`src/rtl/dir_pkg.sv`:
```
// Shared encodings for the home directory controller.
package dir_pkg;
    typedef enum logic [1:0] {
        REQ_RD = 2'd0,
        REQ_WR = 2'd1,
        REQ_WB = 2'd2
    } req_kind_e;

    typedef enum logic [2:0] {
        MSG_NONE     = 3'd0,
        MSG_INV      = 3'd1,
        MSG_FETCH    = 3'd2,
        MSG_FETCHINV = 3'd3,
        MSG_REPLY    = 3'd4
    } msg_kind_e;

    typedef enum logic [1:0] {
        BLK_UNC = 2'd0,
        BLK_SHR = 2'd1,
        BLK_EXC = 2'd2
    } blk_state_e;
endpackage

```
`src/rtl/dir_store.sv`:
```
// Directory entry array: one state and one presence vector per block.
// Assumes a single read and a single write address (the controller uses
// the same block for both). Reset leaves all blocks Uncached and empty.
module dir_store
    import dir_pkg::*;
#(
    parameter int NPROC = 4,
    parameter int NBLK  = 16,
    localparam int BW   = $clog2(NBLK)
) (
    input  logic             clk,
    input  logic             rst_n,
    input  logic [BW-1:0]    blk,
    output blk_state_e       rd_state,
    output logic [NPROC-1:0] rd_shr,
    input  logic             wr_en,
    input  blk_state_e       wr_state,
    input  logic [NPROC-1:0] wr_shr
);
    blk_state_e       st_q  [NBLK];
    logic [NPROC-1:0] shr_q [NBLK];

    // Entry update: reset everything, otherwise write the addressed entry.
    always_ff @(posedge clk) begin
        if (!rst_n) begin
            for (int b = 0; b < NBLK; b++) begin
                st_q[b]  <= BLK_UNC;
                shr_q[b] <= '0;
            end
        end else if (wr_en) begin
            st_q[blk]  <= wr_state;
            shr_q[blk] <= wr_shr;
        end
    end

    // Asynchronous read of the addressed entry.
    always_comb begin
        rd_state = st_q[blk];
        rd_shr   = shr_q[blk];
    end
endmodule

```
`src/rtl/dir_mem.sv`:
```
// Backing data store of the home node, one word per block.
// Assumes NBLK is a power of two. Reset loads word b with the value b.
module dir_mem #(
    parameter int NBLK = 16,
    parameter int DW   = 32,
    localparam int BW  = $clog2(NBLK)
) (
    input  logic          clk,
    input  logic          rst_n,
    input  logic [BW-1:0] blk,
    input  logic          wr_en,
    input  logic [DW-1:0] wr_data,
    output logic [DW-1:0] rd_data
);
    logic [DW-1:0] mem_q [NBLK];

    // Word update: reset to the block index, else write when enabled.
    always_ff @(posedge clk) begin
        if (!rst_n) begin
            for (int b = 0; b < NBLK; b++) mem_q[b] <= DW'(b);
        end else if (wr_en) begin
            mem_q[blk] <= wr_data;
        end
    end

    // Asynchronous read port.
    assign rd_data = mem_q[blk];
endmodule

```
`src/rtl/dir_ctrl.sv`:
```
// Transaction sequencer of the home directory. It takes one request,
// looks up the entry, sends invalidates or a recall, waits for recalled
// data, replies and updates the entry. All messages are registered and
// there is one per cycle at most. It assumes the owner of an Exclusive
// block is the single set presence bit and that caches accept every message.
module dir_ctrl
    import dir_pkg::*;
#(
    parameter int NPROC = 4,
    parameter int NBLK  = 16,
    parameter int DW    = 32,
    localparam int PW   = $clog2(NPROC),
    localparam int BW   = $clog2(NBLK)
) (
    input  logic             clk,
    input  logic             rst_n,
    input  logic             req_valid,
    output logic             req_ready,
    input  logic [1:0]       req_kind,
    input  logic [PW-1:0]    req_src,
    input  logic [BW-1:0]    req_blk,
    input  logic [DW-1:0]    req_data,
    input  logic             fb_valid,
    input  logic [DW-1:0]    fb_data,
    output logic [BW-1:0]    cur_blk,
    output logic [PW-1:0]    cur_src,
    input  blk_state_e       ent_state,
    input  logic [NPROC-1:0] ent_shr,
    output logic             dir_we,
    output blk_state_e       dir_wstate,
    output logic [NPROC-1:0] dir_wshr,
    output logic             mem_we,
    output logic [DW-1:0]    mem_wdata,
    input  logic [DW-1:0]    mem_rdata,
    output logic             msg_valid,
    output logic [2:0]       msg_kind,
    output logic [PW-1:0]    msg_dst,
    output logic [BW-1:0]    msg_blk,
    output logic [DW-1:0]    msg_data
);
    localparam logic [PW-1:0] LAST = PW'(NPROC - 1);

    typedef enum logic [2:0] {S_IDLE, S_LOOK, S_INV, S_WAIT, S_REPLY} seq_e;

    seq_e             st_q, st_d;
    logic [PW-1:0]    idx_q, idx_d;
    req_kind_e        kind_q;
    logic [PW-1:0]    src_q;
    logic [BW-1:0]    blk_q;
    logic [DW-1:0]    data_q;
    logic             nv;
    msg_kind_e        nk;
    logic [PW-1:0]    nd;
    logic [DW-1:0]    ndata;
    logic [PW-1:0]    owner;
    logic [NPROC-1:0] src_bit;

    assign req_ready = (st_q == S_IDLE);
    assign cur_blk   = blk_q;
    assign cur_src   = src_q;

    // Owner of an Exclusive block: lowest set presence bit.
    always_comb begin
        owner = '0;
        for (int p = NPROC - 1; p >= 0; p--) begin
            if (ent_shr[p]) owner = PW'(p);
        end
    end

    // One-hot presence bit of the requester.
    always_comb begin
        src_bit         = '0;
        src_bit[src_q]  = 1'b1;
    end

    // Next-state, message and entry-update decisions.
    always_comb begin
        st_d       = st_q;
        idx_d      = idx_q;
        nv         = 1'b0;
        nk         = MSG_NONE;
        nd         = '0;
        ndata      = '0;
        dir_we     = 1'b0;
        dir_wstate = ent_state;
        dir_wshr   = ent_shr;
        mem_we     = 1'b0;
        mem_wdata  = data_q;
        case (st_q)
            S_IDLE: if (req_valid) st_d = S_LOOK;
            S_LOOK: begin
                case (kind_q)
                    REQ_WB: begin
                        if (ent_state == BLK_EXC) begin
                            mem_we     = 1'b1;
                            dir_we     = 1'b1;
                            dir_wstate = BLK_UNC;
                            dir_wshr   = '0;
                        end
                        st_d = S_IDLE;
                    end
                    REQ_RD: begin
                        if (ent_state == BLK_EXC) begin
                            nv   = 1'b1;
                            nk   = MSG_FETCH;
                            nd   = owner;
                            st_d = S_WAIT;
                        end else begin
                            st_d = S_REPLY;
                        end
                    end
                    REQ_WR: begin
                        if (ent_state == BLK_EXC) begin
                            nv   = 1'b1;
                            nk   = MSG_FETCHINV;
                            nd   = owner;
                            st_d = S_WAIT;
                        end else if (ent_state == BLK_SHR) begin
                            idx_d = '0;
                            st_d  = S_INV;
                        end else begin
                            st_d = S_REPLY;
                        end
                    end
                    default: st_d = S_IDLE;
                endcase
            end
            S_INV: begin
                if (ent_shr[idx_q] && idx_q != src_q) begin
                    nv = 1'b1;
                    nk = MSG_INV;
                    nd = idx_q;
                end
                if (idx_q == LAST) st_d = S_REPLY;
                else idx_d = idx_q + 1'b1;
            end
            S_WAIT: begin
                if (fb_valid) begin
                    mem_we    = 1'b1;
                    mem_wdata = fb_data;
                    st_d      = S_REPLY;
                end
            end
            S_REPLY: begin
                nv     = 1'b1;
                nk     = MSG_REPLY;
                nd     = src_q;
                ndata  = mem_rdata;
                dir_we = 1'b1;
                if (kind_q == REQ_WR) begin
                    dir_wstate = BLK_EXC;
                    dir_wshr   = src_bit;
                end else begin
                    dir_wstate = BLK_SHR;
                    dir_wshr   = ent_shr | src_bit;
                end
                st_d = S_IDLE;
            end
            default: st_d = S_IDLE;
        endcase
    end

    // Sequencer state and request capture.
    always_ff @(posedge clk) begin
        if (!rst_n) begin
            st_q   <= S_IDLE;
            idx_q  <= '0;
            kind_q <= REQ_RD;
            src_q  <= '0;
            blk_q  <= '0;
            data_q <= '0;
        end else begin
            st_q  <= st_d;
            idx_q <= idx_d;
            if (st_q == S_IDLE && req_valid) begin
                kind_q <= req_kind_e'(req_kind);
                src_q  <= req_src;
                blk_q  <= req_blk;
                data_q <= req_data;
            end
        end
    end

    // Registered message output.
    always_ff @(posedge clk) begin
        if (!rst_n) begin
            msg_valid <= 1'b0;
            msg_kind  <= MSG_NONE;
            msg_dst   <= '0;
            msg_blk   <= '0;
            msg_data  <= '0;
        end else begin
            msg_valid <= nv;
            msg_kind  <= nk;
            msg_dst   <= nd;
            msg_blk   <= blk_q;
            msg_data  <= ndata;
        end
    end
endmodule

```
`src/rtl/home_dir_ctrl.sv`:
```
// Home node directory controller top: sequencer, directory entries and
// backing data words. It services one transaction at a time. Its request
// port holds only while req_ready is high, and every message is accepted.
module home_dir_ctrl
    import dir_pkg::*;
#(
    parameter int NPROC = 4,
    parameter int NBLK  = 16,
    parameter int DW    = 32,
    localparam int PW   = $clog2(NPROC),
    localparam int BW   = $clog2(NBLK)
) (
    input  logic          clk,
    input  logic          rst_n,
    input  logic          req_valid,
    output logic          req_ready,
    input  logic [1:0]    req_kind,
    input  logic [PW-1:0] req_src,
    input  logic [BW-1:0] req_blk,
    input  logic [DW-1:0] req_data,
    input  logic          fb_valid,
    input  logic [DW-1:0] fb_data,
    output logic          msg_valid,
    output logic [2:0]    msg_kind,
    output logic [PW-1:0] msg_dst,
    output logic [BW-1:0] msg_blk,
    output logic [DW-1:0] msg_data
);
    logic [BW-1:0]    cur_blk;
    logic [PW-1:0]    cur_src;
    blk_state_e       ent_state;
    logic [NPROC-1:0] ent_shr;
    logic             dir_we;
    blk_state_e       dir_wstate;
    logic [NPROC-1:0] dir_wshr;
    logic             mem_we;
    logic [DW-1:0]    mem_wdata;
    logic [DW-1:0]    mem_rdata;

    dir_ctrl #(.NPROC(NPROC), .NBLK(NBLK), .DW(DW)) u_ctrl (
        .clk(clk), .rst_n(rst_n),
        .req_valid(req_valid), .req_ready(req_ready), .req_kind(req_kind),
        .req_src(req_src), .req_blk(req_blk), .req_data(req_data),
        .fb_valid(fb_valid), .fb_data(fb_data),
        .cur_blk(cur_blk), .cur_src(cur_src),
        .ent_state(ent_state), .ent_shr(ent_shr),
        .dir_we(dir_we), .dir_wstate(dir_wstate), .dir_wshr(dir_wshr),
        .mem_we(mem_we), .mem_wdata(mem_wdata), .mem_rdata(mem_rdata),
        .msg_valid(msg_valid), .msg_kind(msg_kind), .msg_dst(msg_dst),
        .msg_blk(msg_blk), .msg_data(msg_data)
    );

    dir_store #(.NPROC(NPROC), .NBLK(NBLK)) u_store (
        .clk(clk), .rst_n(rst_n), .blk(cur_blk),
        .rd_state(ent_state), .rd_shr(ent_shr),
        .wr_en(dir_we), .wr_state(dir_wstate), .wr_shr(dir_wshr)
    );

    dir_mem #(.NBLK(NBLK), .DW(DW)) u_mem (
        .clk(clk), .rst_n(rst_n), .blk(cur_blk),
        .wr_en(mem_we), .wr_data(mem_wdata), .rd_data(mem_rdata)
    );
endmodule

```
`config.mk`:
```
export PLATFORM = sky130hd
export DESIGN_NAME = home_dir_ctrl
export DESIGN_NICKNAME = d
export VERILOG_FILES = /design/src/rtl/dir_pkg.sv /design/src/rtl/dir_store.sv /design/src/rtl/dir_mem.sv /design/src/rtl/dir_ctrl.sv /design/src/rtl/home_dir_ctrl.sv
export SDC_FILE = /design/constraint.sdc
export NUM_CORES = 1
export LEC_CHECK = 0
export ABC_AREA = 1
export BUFFER_PORTS_ARGS = -buffer_cell sky130_fd_sc_hd__buf_2
export CAP_MARGIN = 20
export CORE_AREA = 2 2 294 296
export DETAILED_ROUTE_END_ITERATION = 10
export DIE_AREA = 0 0 296 298
export GPL_TIMING_DRIVEN = 0
export PLACE_DENSITY = 0.52
export SLEW_MARGIN = 20
export SYNTH_ARGS = -nofsm -noshare
export SYNTH_HDL_FRONTEND = slang
export SYNTH_HIERARCHICAL = 1
export SYNTH_SLANG_ARGS = --single-unit
```
`constraint.sdc`:
```
create_clock -name clk -period 4.04 [get_ports clk]
set_clock_uncertainty 0.1 [all_clocks]
set_input_delay 0.202 -clock clk [delete_from_list [all_inputs] [get_ports clk]]
set_output_delay 0.202 -clock clk [all_outputs]
set_load 0.02 [all_outputs]
```
; Word level (Yosys, flattened, before mapping)
; Memory sizes are Yosys's and may differ from the RTL's. A register that Yosys moved wholly into a read port is not among the register bits.
; Cells that the tools add are included.
[word_totals]
ram_bits = 608
output_inout_bits = 43
n_memories = 3
word_cells = 117
regBits = 55
[mem_list]
columns = name, words, word_bits, rd, rd_clocked_by_memory_dff, wr, line_no
row1 = u_mem.mem_q, 16, 32, 1, 1, 16, dir_mem.sv:15  ; logic [DW-1:0] mem_q [NBLK];
row2 = u_store.shr_q, 16, 4, 1, 1, 16, dir_store.sv:21  ; logic [NPROC-1:0] shr_q [NBLK];
row3 = u_store.st_q, 16, 2, 1, 1, 16, dir_store.sv:20  ; blk_state_e st_q [NBLK];
[op_classes]
addsub = 1
eq_ne = 17
n_mux = 68
n_reduce_logical = 14
order_cmp = 3
bitwise = 1
[op_table]
columns = cell, n
row1 = two-way mux 32 bit, 3
row2 = two-way mux 4 bit, 11
row3 = two-way mux 2 bit, 17
row4 = OR reduction 32 bit, 1
row5 = two-way mux 1 bit, 18
row6 = two-way mux 3 bit, 6
row7 = one-hot mux 3 bit (2 select lines), 2
row8 = one-hot mux 3 bit (4 select lines), 1
row9 = one-hot mux 3 bit (3 select lines), 1
row10 = inequality test 2 bit (second input constant), 4
row11 = one-hot mux 2 bit (2 select lines), 2
row12 = one-hot mux 4 bit (2 select lines), 1
row13 = == test 2 bit (second input constant), 3
row14 = == test 3 x 2 -> 1 bit (second input constant), 2
row15 = < comparator 2 x 3 -> 1 bit (second input constant), 2
row16 = inequality test 2 x 1 -> 1 bit (second input constant), 3
row17 = one-hot mux 2 bit (3 select lines), 1
row18 = AND reduction 5 bit, 1
row19 = == test 2 x 1 -> 1 bit (second input constant), 2
row20 = OR 4 bit, 1
row21 = one-hot mux 1 bit (2 select lines), 2
row22 = OR reduction 2 bit, 2
row23 = OR reduction 4 bit, 1
row24 = == test 3 x 1 -> 1 bit (second input constant), 1
row25 = other kinds (14), 16

; Longest topological paths before layout
; Gate-level depths: netlist of the first run.
[logic_depth]
ltp_word = 9
ltp_mapped = 22
ltp_nobuf = 19

; Hierarchy
; Netlist of the first run, hierarchy kept.
[modules_own_cells]
columns = mod, area_per_inst_um2, cells_per_inst, seq_area_each_um2, n_inst
row1 = dir_mem, 23884.2, 2740, 15374.7, 1
row2 = dir_store, 4616.9, 538, 2882.8, 1
row3 = dir_ctrl, 3622.2, 495, 1741.7, 1

; Worst setup path before layout of the first run
; Ideal clock, no wire load.
[synth_timing]
path_kind = register to register
start = reg u_ctrl.blk_q[1] (netlist: u_ctrl/cur_blk[1])
end = mem u_mem.mem_q[13][0], enable pin
setup_slack_ns = 0.452
setup_ns = 0.389
t_arrival_ns = 3.099
n_path_buf = 3
stages_incl_launch_ff = 19
cell_sequence = dfxtp_1 > buf_2 > clkbuf_1 > nand2_1 > nand2_1 > nand2_1 > nand2_1 > inv_1 > nand2_1 > ha_1 > nand4_1 > nand2_1 > nand2_1 > inv_1 > nand3_1 > nor2_1 > inv_2 > buf_6 > nand2_1
[synth_lines]
columns = item, line_no
row1 = from (decl), dir_ctrl.sv:49  ; logic [BW-1:0] blk_q;
row2 = from (signal assigned), dir_ctrl.sv:178  ; blk_q <= req_blk;
row3 = to (decl), dir_mem.sv:15

==> results.py, run 1 <==
metrics = {
    "run_status": {
        "outcome": "finished clean",
    },
    "route": {
        "top_layer": "met4",
        "first_pass_iters": 6,
        "num_vias": 24900,
        "dr_wl_met3_um": 4530,
        "wl_per_cell_um": 19.0,
        "wirelength_um": 100000,
        "vias_per_cell": 4.73,
        "drc": 0,
        "drt_iter0_drc": 1742,
        "dr_wl_met2_um": 49300,
        "ant_nets": 0,
        "drt-met1-wl_um": 42800,
    },
    "power": {
        "power.share.clock": 0.358,
        "irDropWorstVdd_uv": 382,
        "internal_power_uw": 13200,
        "p_per_area_mw_per_mm2": 512,
        "power_frac_comb": 0.217,
        "seqPwrFrac": 0.425,
        "switching_share": 0.323,
        "p_sw_uw": 6290,
        "p_leak_uw": 0.0163,
    },
    "clock_tree": {
        "cts_tree": "built",
        "insertion_delay_ps": 640,
        "path_clk_slew_ps": 60,
        "cts_buffers": 80,
        "cts.sinks": 695,
        "cts_max_level": 3,
        "root_buffer": "clkbuf_16",
        "clockBufferDepth": 3,
    },
    "layout": {
        "layout-drive-gt1-share": 0.103,
        "n_fill_cell": 8531,
        "final_cells": 5259,
        "diodes": 0,
        "design_area_sq_mm": 0.0381,
        "finish.net_count": 4131,
        "syn2layout_area_growth_pct": 18.5,
    },
    "synth": {
        "syn-instance-count": 3773,
        "synth_area_sq_mm": 0.0321,
        "synth.avg_cell_area_sq_um": 8.51,
        "synth_warnings": 6,
        "netlist-cell-type-count": 29,
        "seq_area_frac_synth": 0.623,
        "synth-seq-cells": 695,
        "syn-num-nets": 3854,
    },
    "setup_path": {
        "cpMaxStageDelayCell": "dfxtp_4",
        "crit_chain": "buf_6 -> inv_2 -> buf_2 -> nand2_1 -> nand2_1 -> nand2_1 -> nand2_1 -> inv_1 -> nand2_1 -> inv_1 -> ha_1 -> nand4_1 -> nand2_1 -> nand2_1 -> nor3_4 -> nand2_1 -> clkbuf_2 -> nand2_4 -> buf_4",
        "path_common_cell": "nand2_1",
        "path_max_fanout": 10,
        "r2r_slack_ps": 210,
        "end_kind": "flip-flop",
        "cpPeakStageDelay_ps": 460,
        "arrival_ps": 4040,
        "worst_setup_path_start_kind": "flip-flop",
        "critPathRequiredTime_ps": 4260,
        "critPathKind": "flip-flop to flip-flop",
    },
    "floorplanning": {
        "chipHeight_um": 298,
        "ioPinCount": 119,
        "row_count": 107,
        "core_region_area_sq_mm": 0.0849,
        "chipWidth_um": 296,
        "initial_core_util": 0.378,
        "die_area_sq_mm": 0.0882,
    },
    "placed_design": {
        "numPlacedInstances": 5050,
        "port_buffers": 118,
        "routabilityCongestion": 0.841,
        "place_area_sq_mm": 0.0346,
        "hpwlAfterDp_um": 72600,
        "dpl_worst_slack_ps": -779,
    },
    "global_route": {
        "grtUsageTotal": 0.228,
        "antenna_found_initial": 0,
        "overflow": 0,
        "grt_pass1_wl_um": 150000,
        "grt_max_degree": 33,
        "first_global_vias": 24600,
    },
    "sta": {
        "fin_ws_ps": 212,
        "max_slew_margin": 0.404,
        "period_minus_slack_ps": 3830,
        "hold_viol_final": 0,
        "fmax_mhz": 261,
        "post-route-period-util": 0.948,
        "worst_pin_slew_ps": 894,
        "setup_violations": 0,
        "slew_viol_final": 0,
        "rsz0062_at_grt": "false",
    },
    "flow_run": {
        "maxCapViolations": 0,
    },
    "hold_path": {
        "hold_class": "input port to flip-flop",
    },
}
## Yosys cell counts, drive strengths merged
master | number | share of area
buf | 124 | 0.022
nand3b | 1 | 0.00023
ha | 5 | 0.0019
nor2 | 652 | 0.076
nand3 | 17 | 0.0028
o21ai | 76 | 0.012
a21oi | 53 | 0.0083
dfxtp | 87 | 0.054
clkbuf | 103 | 0.012
nor3 | 8 | 0.0029
nand4 | 2 | 0.00039
edfxtp | 608 | 0.57
clkinv | 1 | 0.00012
a31oi | 1 | 0.00019
o22ai | 3 | 0.00058
inv | 234 | 0.027
nand2 | 1798 | 0.21
## repair_timing
item,CTS,global route
hold endpoints to repair,44,0
hold buffers,50,0
gates cloned,0,2
setup endpoints to repair,774,533
pin swaps,0,2
gates resized for setup,38,37
setup buffers,4,8
## cell usage in the layout (no fill, tap or decap), types with 28 or more instances in the layout
cell type / synthesis / final
nor2_1: 648 / 638
dlygate4sd3_1: 0 / 50
clkinv_1: 1 / 28
clkbuf_16: 0 / 81
nand2_1: 1795 / 1778
edfxtp_1: 608 / 608
inv_1: 225 / 224
o21ai_0: 63 / 63
a21oi_1: 53 / 53
buf_2: 91 / 201
clkbuf_1: 103 / 111
dfxtp_1: 87 / 83
## state kept, by name (all words and copies together), names as in the netlist
| name | count |
|---|---|
| u_ctrl/st_q | 3 |
| u_ctrl/msg_blk | 4 |
| u_ctrl/msg_valid | 1 |
| u_ctrl/cur_src | 2 |
| u_store/st_q | 32 |
| u_ctrl/msg_dst | 2 |
| u_ctrl/msg_data | 32 |
| u_mem/mem_q | 512 |
| u_store/shr_q | 64 |
| u_ctrl/idx_q | 2 |
| u_ctrl/data_q | 32 |
| u_ctrl/msg_kind | 3 |
| u_ctrl/kind_q | 2 |
| u_ctrl/cur_blk | 4 |
## through the flow
stage	utilization	hold WS [ps]	total power, uW	setup TNS [ps]
detailed placement	0.407	340	12600	-287370
global placement	0.402	336	12500	-671160
finish	0.448	59.9	19500	0
CTS	0.445	21.0	19600	-31.9
global route	0.448	79.1	20400	0
floorplan	-	240	10900	0
## power groups by stage
| stage | combinational (uW) | sequential (uW) | clock [uW] |
|---|---|---|---|
| after detailed placement | 4160 | 8410 | 0 |
| after CTS | 4250 | 8260 | 7120 |
| after floorplan | 2480 | 8400 | 0 |
| after global routing | 4700 | 8300 | 7400 |
| final | 4230 | 8270 | 6970 |
| after global placement | 4090 | 8420 | 0 |
## cell families after synthesis
family,synth area share
and+or+nand+nor,0.293
AOI/OAI and AO/OA,0.0210
adders and majority gates,0.00195
buffers and inverters,0.0612
DFF,0.623
## final timing paths
kind                                         from                   to  cells after the start
worst min-delay path                  fb_data[28]  u_mem/mem_q[14][28]                      5
worst min register to register  u_ctrl/data_q[10]    u_ctrl/data_q[10]                      2
worst max-delay path            u_ctrl/cur_blk[1]   u_mem/mem_q[7][20]                     19
worst max register to register  u_ctrl/cur_blk[1]   u_mem/mem_q[7][20]                     19
## final cells by class
| class | count | area [sq um] | area share |
|---|---|---|---|
| flip-flops and latches | 695 | 20000 | 0.526 |
| multi-input cells | 2617 | 10500 | 0.275 |
| clock buffers | 102 | 2120 | 0.0558 |
| repair buffers | 196 | 1680 | 0.0441 |
| well taps | 1144 | 1430 | 0.0376 |
| plain buffers | 225 | 1110 | 0.0291 |
| inverters | 235 | 882 | 0.0232 |
| clock inverters | 45 | 369 | 0.00970 |
## routing by layer
metal,GRT usage,vias to the layer above
met4,0.0768,0
met1,0.295,11800
li1,-,12300
met2,0.395,566
met3,0.0280,166
met5,0,-
## worst max-delay path: cells and delay by family, from the launching register on
family        cells  cell delay (ps)
simple gates     11             1580
fa+ha+maj         1              160
flops             1              460
buf+inv           7             1190
Power figures use the tool's default switching activity.
==> run 2: changes to the inputs <==
RECOVER_POWER = 100   (was not set)
==> run 2 against run 1 <==
Routed wire length up 0.11%. Non-clock buffer count unchanged. Sequential power about the same. First-iteration DRC count up 1.3%. Sequential cell count unchanged. Largest cell class unchanged. Highest routed layer unchanged.
==> results.py, run 2 (same netlist as run 1, synthesis figures left out) <==
metrics = {
    "power": {
        "irDropWorstVdd_uv": 382,
        "p_leak_uw": 0.0160,
        "p_per_area_mw_per_mm2": 514,
    },
    "clock_tree": {
        "cts.sinks": 695,
        "cts_tree": "built",
        "cts_max_level": 3,
        "root_buffer": "clkbuf_16",
        "cts_buffers": 80,
        "insertion_delay_ps": 640,
        "clockBufferDepth": 3,
        "path_clk_slew_ps": 60,
    },
    "sta": {
        "period_minus_slack_ps": 3830,
        "worst_pin_slew_ps": 1210,
        "rsz0062_at_grt": "false",
        "max_slew_margin": 0.186,
        "setup_violations": 0,
        "fin_ws_ps": 206,
        "slew_viol_final": 0,
        "post-route-period-util": 0.949,
        "hold_viol_final": 0,
        "fmax_mhz": 261,
    },
    "layout": {
        "largest-register": "u_mem/mem_q",
        "finish.net_count": 4131,
        "fin_util": 0.445,
        "top_regs": "u_mem/mem_q (512), u_store/shr_q (64)",
        "layout-drive-gt1-share": 0.0851,
        "final_cell_mix": "nand2_1, nor2_1, edfxtp_1",
        "diodes": 0,
        "design_area_sq_mm": 0.0377,
        "syn2layout_area_growth_pct": 17.5,
        "layout_commonest_cell": "nand2_1",
        "largest_reg_flops": 512,
    },
    "global_route": {
        "first_global_vias": 24600,
        "overflow": 0,
        "antenna_found_initial": 0,
        "grtUsageTotal": 0.228,
        "grt_pass1_wl_um": 150000,
        "grt_max_degree": 33,
    },
    "hold_path": {
        "hold_depth": 5,
        "hold_class": "input port to flip-flop",
    },
    "setup_path": {
        "end_kind": "flip-flop",
        "cpPeakStageDelay_ps": 460,
        "path_max_fanout": 10,
        "cpMaxStageDelayCell": "dfxtp_4",
        "path_common_cell": "nand2_1",
        "crit_chain": "buf_6 -> inv_2 -> buf_2 -> nand2_1 -> nand2_1 -> nand2_1 -> nand2_1 -> inv_1 -> nand2_1 -> inv_1 -> ha_1 -> nand4_1 -> nand2_1 -> nand2_1 -> inv_2 -> nand2_2 -> nor2_1 -> inv_1 -> buf_4 -> nand2_8 -> buf_6",
        "arrival_ps": 4070,
        "worst_setup_path_start_kind": "flip-flop",
        "critPathRequiredTime_ps": 4280,
        "critPathKind": "flip-flop to flip-flop",
        "reg2reg_depth": 21,
    },
    "route": {
        "vias_per_cell": 4.75,
        "drc": 0,
        "wl_per_cell_um": 19.0,
        "drt_iter0_drc": 1765,
        "first_pass_iters": 6,
        "wirelength_um": 100000,
        "ant_nets": 0,
        "num_vias": 25000,
    },
    "floorplanning": {
        "initial_core_util": 0.378,
        "core_region_area_sq_mm": 0.0849,
        "chipWidth_um": 296,
        "ioPinCount": 119,
        "chipHeight_um": 298,
        "die_area_sq_mm": 0.0882,
        "row_count": 107,
    },
    "placed_design": {
        "port_buffers": 118,
        "dpl_worst_slack_ps": -779,
        "place_area_sq_mm": 0.0346,
        "hpwlAfterDp_um": 72600,
        "routabilityCongestion": 0.841,
    },
    "flow_run": {
        "maxCapViolations": 0,
    },
    "run_status": {
        "outcome": "finished clean",
    },
}
==> run 2: cell types whose count changed in the layout (fill, tap and decap cells not counted), sizes merged <==
cell	previous run	this run
clkbuf	209	283
buf	264	190
==> run 2: report_power, final <==
part	leakage, uW	switching [uW]	total (uW)	internal (uW)
clock	0.00122	2930	6970	4040
combinational	0.00794	3210	4160	947
sequential	0.00688	140	8270	8130
==> run 2: area by class of cell <==
type                       instances  area (sq um)
buffer                           225          1040
fill                            8609         47100
clock buffer                     102          2120
clock inverter                    45           369
multi-input combinational       2617         10400
timing repair buffer             196          1470
tap                             1144          1430
sequential                       695         20000
inverter                         235           882
==> run 2: routing by layer <==
layer	routed length, um	GRT usage
met1	43100	0.295
met5	0	0
met2	49400	0.395
met3	4330	0.0280
met4	3410	0.0768
==> run 2: worst max-delay path: cells and delay by family (launching register included) <==
kind                     cells  cell delay, ps
buffers and inverters        9            1450
AND/OR/NAND/NOR             11            1350
flip-flops                   1             460
adder cells (fa/ha/maj)      1             160
==> run 2: through the flow <==
| stage | instances | hold WS [ps] | total power, uW | TNS, ps |
|---|---|---|---|---|
| 2_1_floorplan | 3773 | 240 | 10900 | 0 |
| 3_3_place_gp | 5035 | 336 | 12500 | -671160 |
| 3_5_place_dp | 5050 | 340 | 12600 | -287370 |
| 4_1_cts | 5251 | 21.0 | 19600 | -31.9 |
| 5_1_grt | 5259 | 79.1 | 20300 | 0 |
| 6_report | 5259 | 56.7 | 19400 | 0 |
==> run 2: path summary, 6_finish.rpt <==
check	startpoint	endpoint	slack (ps)
worst max-delay path	u_ctrl/cur_blk[1]	u_mem/mem_q[4][27]	210
worst min-delay path	fb_data[28]	u_mem/mem_q[14][28]	60
worst max register to register	u_ctrl/cur_blk[1]	u_mem/mem_q[4][27]	210
worst min register to register	u_ctrl/data_q[10]	u_ctrl/data_q[10]	340
==> run 2: timing repair <==
item / 4_1_cts / 5_1_grt
hold buffers: 50 / 0
gates resized for setup: 38 / 37
pin swaps: 0 / 2
setup endpoints to repair: 774 / 533
cloned: 0 / 2
buffers inserted: 4 / 8
endpoints found under the hold margin: 44 / 0
